**config.mk**
```make
export PLATFORM = sky130hd
export DESIGN_NAME = rfc_frame_builder
export DESIGN_NICKNAME = d
export VERILOG_FILES = /design/src/rtl/rfc_pkg.sv /design/src/rtl/rfc_frame_builder.sv
export SDC_FILE = /design/constraint.sdc
export NUM_CORES = 1
export LEC_CHECK = 0
export ABC_AREA = 1
export ABC_CLOCK_PERIOD_IN_PS = 1900
export BUFFER_PORTS_ARGS = -buffer_cell sky130_fd_sc_hd__buf_2
export CORE_MARGIN = 1
export CORE_UTILIZATION = 40
export DETAILED_ROUTE_END_ITERATION = 16
export HOLD_SLACK_MARGIN = 0.03
export PLACE_DENSITY = 0.82
export SLEW_MARGIN = 20
export SYNTH_ARGS = -nofsm -noshare
export SYNTH_HDL_FRONTEND = slang
export SYNTH_SLANG_ARGS = --single-unit
```
**constraint.sdc**
```tcl
create_clock -name clk -period 1.9 [get_ports clk]
set_input_delay 0.38 -clock clk [delete_from_list [all_inputs] [get_ports clk]]
set_output_delay 0.38 -clock clk [all_outputs]
set_load 0.05 [all_outputs]
```
**src/rtl/rfc_pkg.sv**
```systemverilog
package rfc_pkg;

    typedef enum logic [1:0] {
        ST_IDLE = 2'd0,
        ST_FMT  = 2'd1,
        ST_VER  = 2'd2
    } rfc_state_e;

    localparam int FMT_CODE_W = 4;
    localparam int VOFF_W     = 12;

    function automatic logic [15:0] make_fmtvec(input logic [3:0] fmt, input logic [11:0] voff);
        return {fmt, voff};
    endfunction

endpackage

```
**src/rtl/rfc_frame_builder.sv**
```systemverilog
module rfc_frame_builder #(
    parameter logic [11:0] VEC_OFF = 12'h038
) (
    input  logic        clk,
    input  logic        rst_n,
    input  logic        load_i,
    input  logic [31:0] pc_i,
    input  logic [15:0] sr_i,
    output logic [15:0] frm_sr_o,
    output logic [31:0] frm_pc_o,
    output logic [15:0] frm_fmtvec_o
);
    import rfc_pkg::*;

    always_ff @(posedge clk or negedge rst_n) begin
        if (!rst_n) begin
            frm_sr_o     <= '0;
            frm_pc_o     <= '0;
            frm_fmtvec_o <= '0;
        end else if (load_i) begin
            frm_sr_o     <= sr_i;
            frm_pc_o     <= pc_i;
            frm_fmtvec_o <= make_fmtvec(4'h0, VEC_OFF);
        end
    end
endmodule

```
==> results.md <==
* Most common cell after layout, fill and taps aside: nand2_1
* Worst skew pair latency at 0.29 ns
* Antenna Cells at 0
* Arrival time worst endpoint at 0.94 ns
* CTS root buffer: clkbuf_8
* CTS buffer count at 5
* P_leak at 1.53 nW
* DRT Pass-1 Iters at 4
* Kind of critical path: flop to primary output
* # Post-CTS Setup Buffers at 0
* Max-slew headroom at roughly half
* FMAX at around 760 MHz
* Port Buffers at 101
* Final #Nets at 370
* First-pass GRT wire length at approximately 6300 um
* Worst Hold Class: input pin to async pin
* Final Cell Area at around 2500 um^2
* RSZ-0062 raised after global routing: false
* Synth warnings at 0
* Routed Antenna Nets at 0
* Placer Congestion at 0.733
* CTS Hold Bufs at 0
* XOR/XNOR share of the synthesized area at 0%
* Share of cells above drive strength 1 at 34.8%
* Most frequent cells in the layout: nand2_1, buf_2, dfrtp_1
* CP required at 1.52 ns
* Slew Viols, Final at 0
* Worst-path fanout max at 4
* CTS H-tree depth at 2
* Clock sinks at 49
* Rows at 25
* Setup TNS at 0 ns
* Peak VDD IR at approximately 380 uV
* Final Setup Violations at 0
* Crit path time final at 1.32 ns
* Starting Density at 41.8%
* Gate Count Post-Synth at between 200 and 250
* Vias in the first global route at 1417
* Nature of the critical path endpoint: primary output
* Avg Cell Area, Syn at 8.90 um^2
* CP cell instances: buf_2
* Post-synthesis adder-cell area fraction at 0%
* Die width at 72.3 um
* Sequential cell area at 1230 um^2
* Post-synthesis mux area share at 0%
* Antenna violations before repair at 0
* DRC at 0
* Crit path buf inv count at 1
* Synth Area in Compound Gates at 0%
* Status: completed
* Post-DR wirelength/cell at between 9 and 10 um
* Clock transition at path regs at ~0.08 ns
* Max_cap viols at 0
* Area grow syn2layout at 28.4%
* FF+latch count, synth at 49
* Simple-Gate Fraction of Synth Area at between 20% and 30%
* Tightest Pin Transition at 0.722 ns
* Fin. Hold Viols at 0
* HPWL after DPL at 2830 um
* Layout Utilization at a little over half
* Period Utilization, post-route at between 60% and 70%
* TritonCTS clock tree: yes
* Setup crit start kind: flop
* Post-synthesis sequential area ratio at 62.1%
* CP max stage cell: dfrtp_1
* Area taken by multi-input logic gates at just under 600 um^2
* Final wirelength at approximately 3900 um
* FILL cells at 461
* Power Density at 964 nW/um^2
* Placed Instance Area at 2450 um^2
* Die Height at about 72 um
* Via Count at 1598
* Cts repair resizes at 0
* GRT Total Usage at 15.6%
* Clk buf depth at 2
* Main combinational cell family by area after synthesis: simple AND/OR/NAND/NOR gates
* Area of the mapped netlist at 1980 um^2
* Vias per std cell at 4.14
* Core area at 4720 um^2
* CP top delay family: flip-flops
* Largest net degree at the start of global routing at 49
* Initial DRC count at 109
* Die ar. at 5220 um^2
* Fin Clk Skew at 0 ns
* I/O Pins at around 120
* Worst path max stage delay at 0.38 ns
* Aggregate global routing overflow at 0
* Yosys cell types at 8
==> synth_stat cells <==
cell type  number  area, um^2
buf_2           6        30.0
buf_4          16         120
dfrtp_1        49        1230
inv_2           1        3.75
conb_1          1        3.75
or2_1           1        6.26
buf_6           4        45.0
nand2_1       144         541
==> power breakdown <==
| group | total [mW] | leakage [nW] | switching, mW | internal, mW |
|---|---|---|---|---|
| clock | 0.593 | 0.0443 | 0.304 | 0.289 |
| sequential | 1.18 | 0.593 | 0.0475 | 1.13 |
| combinational | 0.672 | 0.892 | 0.527 | 0.145 |
| total | 2.44 | 1.53 | 0.878 | 1.57 |
==> layer usage <==
metal / part of all wire (%) / track usage (%) / vias up
met5: 0 / 0 / -
met4: 1.2 / 4.79 / 0
met3: 6.9 / 4.72 / 5
met2: 46 / 25.9 / 66
met1: 46 / 19.6 / 704
li1: - / - / 823
==> state kept, by name, indices dropped and copies added (netlist names) <==
| signal | flops |
|---|---|
| frm_pc_o | 32 |
| frm_fmtvec_o | 1 |
| frm_sr_o | 16 |
==> layout make-up <==
type / count / share of cell area (%)
clock buffers: 7 / 3.40
multi-input cells: 158 / 23.5
inverters: 1 / 0.148
flip-flops and latches: 49 / 48.3
well taps: 67 / 3.31
repair buffers: 104 / 21.3
==> through the flow <==
| stage | setup slack [ns] | total power [mW] | cells | hold slack [ns] |
|---|---|---|---|---|
| 6_report | 0.578 | 2.44 | 386 | 0.0678 |
| 5_1_grt | 0.531 | 2.57 | 386 | 0.107 |
| 4_1_cts | 0.567 | 2.48 | 386 | 0.0832 |
| 3_5_place_dp | 0.558 | 1.88 | 379 | 0.406 |
| 3_3_place_gp | 0.594 | 1.87 | 379 | 0.398 |
| 2_1_floorplan | 0.604 | 1.71 | 234 | 0.0844 |
==> worst paths after layout <==
check                                       startpoint                     endpoint  slack [ns]  depth (start not counted)
hold / removal                                   rst_n      frm_sr_o[8]$_DFFE_PN0P_        0.07                          1
setup reg to reg           frm_fmtvec_o[3]$_DFFE_PN0P_  frm_fmtvec_o[3]$_DFFE_PN0P_        1.17                          1
max in group asynchronous                        rst_n      frm_pc_o[2]$_DFFE_PN0P_        1.30                          2
min in group clk                              sr_i[13]     frm_sr_o[13]$_DFFE_PN0P_        0.29                          3
setup / recovery           frm_fmtvec_o[3]$_DFFE_PN0P_              frm_fmtvec_o[3]        0.58                          1
hold reg to reg                frm_sr_o[8]$_DFFE_PN0P_      frm_sr_o[8]$_DFFE_PN0P_        0.47                          2
==> kinds of logic (layout without fill, tap and decap cells) <==
| group | after synthesis | after routing |
|---|---|---|
| DFF | 49 | 49 |
| buffers and inverters | 27 | 112 |
| other | 1 | 13 |
| and+or+nand+nor | 145 | 145 |
No activity file was read; power rests on OpenSTA's default activity.
